`src/rtl/mpu_perm_check.sv`:
```
module mpu_perm_check #(
  parameter int AW  = 32,
  parameter int DW  = 32,
  parameter int NCH = 4
) (
  input  logic              clk,
  input  logic              rst_n,
  input  logic              cfg_we,
  input  logic [$clog2(1+3*NCH)-1:0] cfg_addr,
  input  logic [DW-1:0]     cfg_wdata,
  output logic [DW-1:0]     cfg_rdata,
  input  logic              acc_valid,
  input  logic [AW-1:0]     acc_addr,
  input  logic [1:0]        acc_kind,
  input  logic              acc_super,
  input  logic              acc_dma,
  output logic              acc_allow,
  output logic              viol_flag
);
  localparam int NREG = 1 + 3*NCH;
  localparam int RAW  = $clog2(NREG);
  localparam logic [1:0] KIND_RD = 2'd0;
  localparam logic [1:0] KIND_WR = 2'd1;
  localparam logic [1:0] KIND_EX = 2'd2;

  logic [5:0]    dperm;
  logic          en_cpu, en_dma;
  logic [AW-1:0] ch_base [NCH];
  logic [AW-1:0] ch_lim  [NCH];
  logic [5:0]    ch_perm [NCH];
  logic [NCH-1:0] ch_en;
  logic [NCH-1:0] hit;
  logic [5:0]    sel_perm;
  logic          check_on, perm_ok, ctrl_wr, clr_req;

  assign ctrl_wr = cfg_we && (cfg_addr == '0);
  assign clr_req = ctrl_wr && cfg_wdata[0];

  always_ff @(posedge clk or negedge rst_n) begin
    if (!rst_n) begin
      dperm  <= 6'h3F;
      en_cpu <= 1'b0;
      en_dma <= 1'b0;
    end else if (ctrl_wr) begin
      dperm  <= cfg_wdata[15:10];
      en_cpu <= cfg_wdata[9];
      en_dma <= cfg_wdata[8];
    end
  end

  always_ff @(posedge clk or negedge rst_n) begin
    if (!rst_n) begin
      for (int i = 0; i < NCH; i++) begin
        ch_base[i] <= '0;
        ch_lim[i]  <= '0;
        ch_perm[i] <= '0;
        ch_en[i]   <= 1'b0;
      end
    end else if (cfg_we) begin
      for (int i = 0; i < NCH; i++) begin
        if (cfg_addr == RAW'(1 + 3*i)) ch_base[i] <= cfg_wdata[AW-1:0];
        if (cfg_addr == RAW'(2 + 3*i)) ch_lim[i]  <= cfg_wdata[AW-1:0];
        if (cfg_addr == RAW'(3 + 3*i)) begin
          ch_perm[i] <= cfg_wdata[15:10];
          ch_en[i]   <= cfg_wdata[0];
        end
      end
    end
  end

  genvar g;
  generate
    for (g = 0; g < NCH; g++) begin : g_match
      assign hit[g] = ch_en[g] && (acc_addr >= ch_base[g]) && (acc_addr <= ch_lim[g]);
    end
  endgenerate

  always_comb begin
    sel_perm = dperm;
    for (int i = NCH-1; i >= 0; i--)
      if (hit[i]) sel_perm = ch_perm[i];
  end

  always_comb begin
    case (acc_kind)
      KIND_RD: perm_ok = acc_super ? sel_perm[5] : sel_perm[2];
      KIND_WR: perm_ok = acc_super ? sel_perm[4] : sel_perm[1];
      KIND_EX: perm_ok = acc_super ? sel_perm[3] : sel_perm[0];
      default: perm_ok = 1'b0;
    endcase
  end

  assign check_on  = acc_dma ? en_dma : en_cpu;
  assign acc_allow = !check_on || perm_ok;

  always_ff @(posedge clk or negedge rst_n) begin
    if (!rst_n)                        viol_flag <= 1'b0;
    else if (acc_valid && !acc_allow)  viol_flag <= 1'b1;
    else if (clr_req)                  viol_flag <= 1'b0;
  end

  always_comb begin
    cfg_rdata = '0;
    if (cfg_addr == '0)
      cfg_rdata[15:0] = {dperm, en_cpu, en_dma, 7'b0, viol_flag};
    for (int i = 0; i < NCH; i++) begin
      if (cfg_addr == RAW'(1 + 3*i)) cfg_rdata[AW-1:0] = ch_base[i];
      if (cfg_addr == RAW'(2 + 3*i)) cfg_rdata[AW-1:0] = ch_lim[i];
      if (cfg_addr == RAW'(3 + 3*i)) cfg_rdata[15:0]   = {ch_perm[i], 9'b0, ch_en[i]};
    end
  end


  viol_set_chk: assert property (@(posedge clk) disable iff (!rst_n)
    (acc_valid && !acc_allow) |=> viol_flag);

  viol_hold_chk: assert property (@(posedge clk) disable iff (!rst_n)
    (viol_flag && !clr_req) |=> viol_flag);

  viol_cause_chk: assert property (@(posedge clk) disable iff (!rst_n)
    $rose(viol_flag) |-> $past(acc_valid && !acc_allow));

  gate_off_chk: assert property (@(posedge clk) disable iff (!rst_n)
    (acc_dma ? !en_dma : !en_cpu) |-> acc_allow);

  bad_kind_chk: assert property (@(posedge clk) disable iff (!rst_n)
    (acc_kind == 2'd3 && check_on) |-> !acc_allow);

  ctrl_stable_chk: assert property (@(posedge clk) disable iff (!rst_n)
    !ctrl_wr |=> $stable({dperm, en_cpu, en_dma}));
endmodule

```
`config.mk`:
```
export PLATFORM = sky130hd
export DESIGN_NAME = mpu_perm_check
export DESIGN_NICKNAME = d
export VERILOG_FILES = /design/src/rtl/mpu_perm_check.sv
export SDC_FILE = /design/constraint.sdc
export NUM_CORES = 1
export LEC_CHECK = 0
export BUFFER_PORTS_ARGS = -buffer_cell sky130_fd_sc_hd__buf_2
export CAP_MARGIN = 10
export CORE_AREA = 5 5 313 223
export DETAILED_ROUTE_END_ITERATION = 12
export DIE_AREA = 0 0 318 228
export GPL_ROUTABILITY_DRIVEN = 1
export PLACE_DENSITY = 0.44
export SYNTH_ARGS = -nofsm -noshare
export SYNTH_HDL_FRONTEND = slang
export SYNTH_SLANG_ARGS = --single-unit
```
`constraint.sdc`:
```
create_clock -name clk -period 4 [get_ports clk]
set_input_delay 0.2 -clock clk [delete_from_list [all_inputs] [get_ports clk]]
set_output_delay 0.2 -clock clk [all_outputs]
set_load 0.005 [all_outputs]
```
[Word level (Yosys, flattened, before mapping)]
Cells that the tools add are included.
Word-level totals
  bits in read-only memories: 0
  RAM bits: 0
  output and inout bits: 34
  word-level logic and storage cells: 95
  bits in latches: 0
  input bits: 76
  memories: 0
  register bits: 293
Cells by class
  divide/modulo/power cells: 0
  shift operators: 0
  $lt $le $gt $ge: 8
  eq/ne operators: 14
  $mul: 0
  bitwise gates (word level): 0
  add/subtract/negate cells: 0
  mux-type cells: 24
  reductions and logical operators: 29
Operators with widths (count)
  two-way mux 32 bit: 8
  >= comparator 32 bit: 4
  less-or-equal comparator 32 bit: 4
  two-way mux 16 bit: 5
  two-way mux 6 bit: 4
  AND reduction 2 bit: 12
  equality test 4 bit (second input constant): 5
  equality test 4 x 3 -> 1 bit (second input constant): 4
  logical AND 1 bit: 11
  equality test 4 x 2 -> 1 bit (second input constant): 2
  two-way mux 1 bit: 6
  equality test 4 x 1 -> 1 bit (second input constant): 1
  logical NOT 4 bit: 1
  one-hot mux 1 bit (3 select lines): 1
  equality test 2 x 1 -> 1 bit (second input constant): 1
  equality test 2 bit (second input constant): 1
  logical NOT 1 bit: 2
  logical NOT 2 bit: 1
  nonzero test 2 bit: 1
  logical OR 1 bit: 1

[Depth between registers and ports, before layout]
  depth in word-level cells: 14
  depth in mapped cells: 13

[Worst setup path after synthesis]
No wires, ideal clock.
  path kind: register to output
  start point: reg ch_lim[49] (netlist bit)
  end point: out acc_allow
  arrival: 2762 ps
  data required time: 3800 ps
  slack: 1038 ps
  cell stages (with the launch flop): 14
  path buffers: 1
  cell sequence: dfrtp_1 -> inv_1 -> ha_1 -> a21o_1 -> a221o_1 -> a22oi_1 -> nand4b_1 -> o21a_1 -> a31o_1 -> buf_6 -> or3_1 -> a21oi_2 -> o41ai_2 -> or3_1
Between the ends
  word-level cells in the longest chain between the ends: 8
  elaborated cells on any way between the ends: 10
Ends and longest elaborated chain
  start: declaration: RTL line 29  | logic [AW-1:0] ch_lim [NCH];
  start signal: indexed assignment: RTL line 62  | if (cfg_addr == RAW'(2 + 3*i)) ch_lim[i] <= cfg_wdata[AW-1:0];
  less-or-equal comparator 32 bit *: RTL line 74  | assign hit[g] = ch_en[g] && (acc_addr >= ch_base[g]) && (acc_addr <= ch_lim[g]);
  logical AND 1 bit *: RTL line 74
  two-way mux 6 bit * (3 in series): RTL line 81  | if (hit[i]) sel_perm = ch_perm[i];
  two-way mux 1 bit, on equally long branches: RTL line 88, 86, 87
  one-hot mux 1 bit (3 select lines) *: RTL line 85  | case (acc_kind)
  logical OR 1 bit *: RTL line 94  | assign acc_allow = !check_on || perm_ok;
  end: declaration: RTL line 17  | output logic acc_allow,
Every way passes the cells marked *; elsewhere a longest branch is shown, timed or not.

[Worst setup path in the final report]
  start point: reg ch_base[70] (netlist bit)
  end point: out acc_allow
Between the ends
  word-level cells in the longest chain between the ends: 8
  elaborated cells on any way between the ends: 10
Ends and longest elaborated chain
  start: declaration: RTL line 28  | logic [AW-1:0] ch_base [NCH];
  start signal: indexed assignment: RTL line 61  | if (cfg_addr == RAW'(1 + 3*i)) ch_base[i] <= cfg_wdata[AW-1:0];
  >= comparator 32 bit *: RTL line 74
  logical AND 1 bit * (2 in series): RTL line 74
  two-way mux 6 bit * (2 in series): RTL line 81
  two-way mux 1 bit, on equally long branches: RTL line 88, 86, 87
  one-hot mux 1 bit (3 select lines) *: RTL line 85
  logical OR 1 bit *: RTL line 94
Marked as above.

==> impl_results.md <==
- Status: finished with violations
- Failing checks: negative setup slack
- CTS max path bufs: 3
- Gpl congestion: 0.905
- Multi-input logic area: 0.0116 sq mm
- Top cells by area, synth: dfrtp_1, ha_1, mux2_2, inv_1, a21oi_1
- Reg2reg path depth: 16
- Fill cell total of the finished layout: 6708
- Htree depth: 2
- Post-Route Skew: 0.0321 ns
- Final HPWL DP: 57.8 mm
- I/O Buffers: 109
- P_leak: 11.3 nW
- Comb pwr share: 33.3%
- Avg Cell Area, Syn: 10.1 sq um
- Hold WC Path Type: input port to register
- Final Cycle Share: 103%
- Nets: 2487
- Startpoint type of the worst setup path: register
- YS warnings: 0
- Total GRT Usage: 21.0%
- Via density: 5.34
- Power density over the cells: 488 mW/mm^2
- Largest net degree at the start of global routing: 98
- Starting Density: 29.8%
- Share of power burned in registers: 36.8%
- VDD IR-drop max: 0.278 mV
- Routed len/inst: 25.3 microns
- Core area: 0.0661 sq mm
- DR iter-0 viols: 1165
- Syn_nets: 2288
- Post-synth EDFFs: 0
- Main synth FF type: dfrtp_1
- Reg2reg end: viol_flag
- Layout cells sized above 1: 30.4%
- Most common cell after layout, fill and taps aside: dfrtp_1
- Reg2reg start: ch_base[70]
- Clock sink count: 293
- Setup violations, final: 1
- Most frequent cells in the layout: dfrtp_1, mux2_2, inv_1
- Final Critical Period: 4.13 ns
- Share of the synthesized area in the top cell type: 36.5%
- Netlist Area Pre-Place: 0.0197 sq mm
- P&R area growth vs syn: 21.5%
- Sequential area share after synthesis: 37.3%
- Register Area: 0.00734 sq mm
- Drc violations: 0
- FFs w/ async S/R, synth: 100%
- CP max FO: 3
- Maximum clock rate: 242 MHz
- Sw Share: 35.9%
- Worst skew pair latency: 0.58 ns
- Hold path depth: 2
- Int Pwr: 0.00748 W
- Worst hold slack: 0.0314 ns
- RSZ-0062 raised after global routing: true
- Hold_sp: cfg_wdata[6]
- Die X: 318 microns
- Reg clk slew, reported paths: 0.06 ns
- Relative slew slack: 38.4%
- Arr. time, crit path: 3.93 ns
- First-pass GRT wire length: 115 mm
- Mapped Cells: 1956
- Clock group share of total power: 29.9%
- Area after DPL: 0.0217 sq mm
- DRT Pass-1 Iters: 8
- Slew @ Worst Pin: 0.924 ns
- Number of CTS-inserted buffers: 38
- Max-cap viol count: 0
- Synth cell types: 71
- Row Count: 79
- Worst Setup Slack, final: -0.132 ns
- Post-route cell area: 0.0239 sq mm
- CP Class: register to output port
- Die height: 228 microns
- Psw: 0.00419 W
- DRT Wirelength: 77.9 mm
- Hold Path Sink: ch_base[70]
- Die Area: 0.0725 sq mm
- Setup TNS: -0.132 ns
- R2R Setup Slk: 0.49 ns
- CTS tree: built
- DR vias: 16400
- Clk root buf: clkbuf_16
- Pins Over Slew Limit: 0
- Crit. End Element: output port
- Grt total ovfl: 0
- Top Ports: 110
- Vias in the first global route: 16700
- #FFs+latches synth: 293
- Routed Antenna Nets: 0
- Final Hold Viols: 0
- Critical Path RT: 3.80 ns
- Initial antenna violation count: 3
- Total power: 0.0117 W
- Yosys top cell by area: dfrtp_1
==> cells in the mapped netlist, types with 3 or more instances <==
| cell type | instances |
|---|---|
| and3_1 | 5 |
| or3_1 | 8 |
| a31oi_1 | 19 |
| mux2_2 | 281 |
| mux4_2 | 3 |
| nor4_1 | 4 |
| o22ai_1 | 20 |
| o221ai_1 | 5 |
| and4_1 | 5 |
| dfrtp_1 | 287 |
| nor2_1 | 72 |
| a211oi_1 | 27 |
| nand2_1 | 112 |
| a222oi_1 | 5 |
| ha_1 | 256 |
| a22o_1 | 3 |
| clkbuf_1 | 50 |
| o211ai_1 | 8 |
| nand4_1 | 41 |
| nor3_1 | 14 |
| o21a_1 | 12 |
| or2_2 | 3 |
| a21o_1 | 25 |
| nand2b_1 | 14 |
| dfstp_2 | 6 |
| buf_1 | 19 |
| nor2b_1 | 13 |
| a22oi_1 | 66 |
| nor3b_1 | 4 |
| o21ai_1 | 4 |
| a221oi_1 | 12 |
| inv_1 | 260 |
| nand3_1 | 36 |
| and2_1 | 4 |
| o21ai_0 | 91 |
| a311o_1 | 3 |
| a21oi_1 | 105 |
| mux2i_1 | 9 |
| a221o_1 | 4 |
==> state kept, by name (all words and copies together) (netlist names) <==
register,flops
ch_base,128
ch_lim,128
ch_perm,24
dperm,6
ch_en,4
en_cpu,1
en_dma,1
viol_flag,1
==> area by class of cell <==
cell class / instances / share of cell area [%]
clock buffer: 57 / 4.56
multi-input combinational: 1332 / 48.6
antenna: 2 / 0.0209
clock inverter: 12 / 0.596
inverter: 260 / 4.08
sequential: 293 / 30.7
tap: 891 / 4.66
timing repair buffer: 230 / 6.81
==> critical path, cell delays in order, from the launching register on <==
cell and delay [ns]:
dfrtp_1 0.35, inv_1 0.05, ha_1 0.28, and3_1 0.20, a221o_1 0.34, a21oi_2 0.13
buf_6 0.14, o21ai_1 0.09, buf_4 0.16, a21o_1 0.19, o21a_1 0.17, a311o_1 0.45
a21oi_2 0.20, o41ai_2 0.09, or3_1 0.38, buf_2 0.15
==> routing by layer <==
metal	vias up	share of wire [%]	GRT usage [%]
li1	7498	-	-
met1	8266	50	32.9
met2	536	41	29.8
met3	126	6.8	3.23
met4	0	2.5	5.33
met5	-	0	0
==> metrics by stage <==
| stage | util, % | setup slack [ns] | std cells |
|---|---|---|---|
| finish | 36.2 | -0.132 | 3077 |
| global route | 36.2 | -0.196 | 3075 |
| CTS | 35.8 | -0.0662 | 3066 |
| detailed placement | 32.9 | -0.0769 | 2955 |
| global placement | 32.9 | -0.0688 | 2955 |
| floorplan | - | 1.04 | 1956 |
==> power by group through the flow <==
stage / clock network [W] / logic, W / registers (W)
6_report: 0.00349 / 0.00388 / 0.00430
5_1_grt: 0.00368 / 0.00430 / 0.00438
4_1_cts: 0.00358 / 0.00375 / 0.00428
3_5_place_dp: 0 / 0.00348 / 0.00434
3_3_place_gp: 0 / 0.00342 / 0.00432
2_1_floorplan: 0 / 0.00226 / 0.00406
==> worst max-delay path by stage <==
| stage | cells past startpoint | from | endpoint | slack, ns |
|---|---|---|---|---|
| after global routing | 14 | ch_lim[92] | acc_allow | -0.20 |
| final | 15 | ch_base[70] | acc_allow | -0.13 |
| after CTS | 14 | ch_lim[12] | acc_allow | -0.07 |
| after floorplan | 13 | ch_lim[49] | acc_allow | 1.04 |
| after global placement | 13 | acc_addr[14] | acc_allow | -0.07 |
| after detailed placement | 13 | acc_addr[14] | acc_allow | -0.08 |
==> kinds of logic after synthesis <==
kind of cell	synth area share (%)
flip-flops	37.3
multiplexers	16.9
AND/OR/NAND/NOR	8.73
buffers and inverters	6.35
adder cells (fa/ha/maj)	16.3
AO/OA/AOI/OAI	14.5
==> repair_timing <==
action / CTS / global route
hold buffers: 17 / 0
gates resized for setup: 61 / 35
setup buffers: 24 / 9
setup endpoints to repair: 1 / 1
pin swaps: 40 / 33
cloned: 1 / 0
endpoints found under the hold margin: 198 / 0
Power figures use the tool's default switching activity.
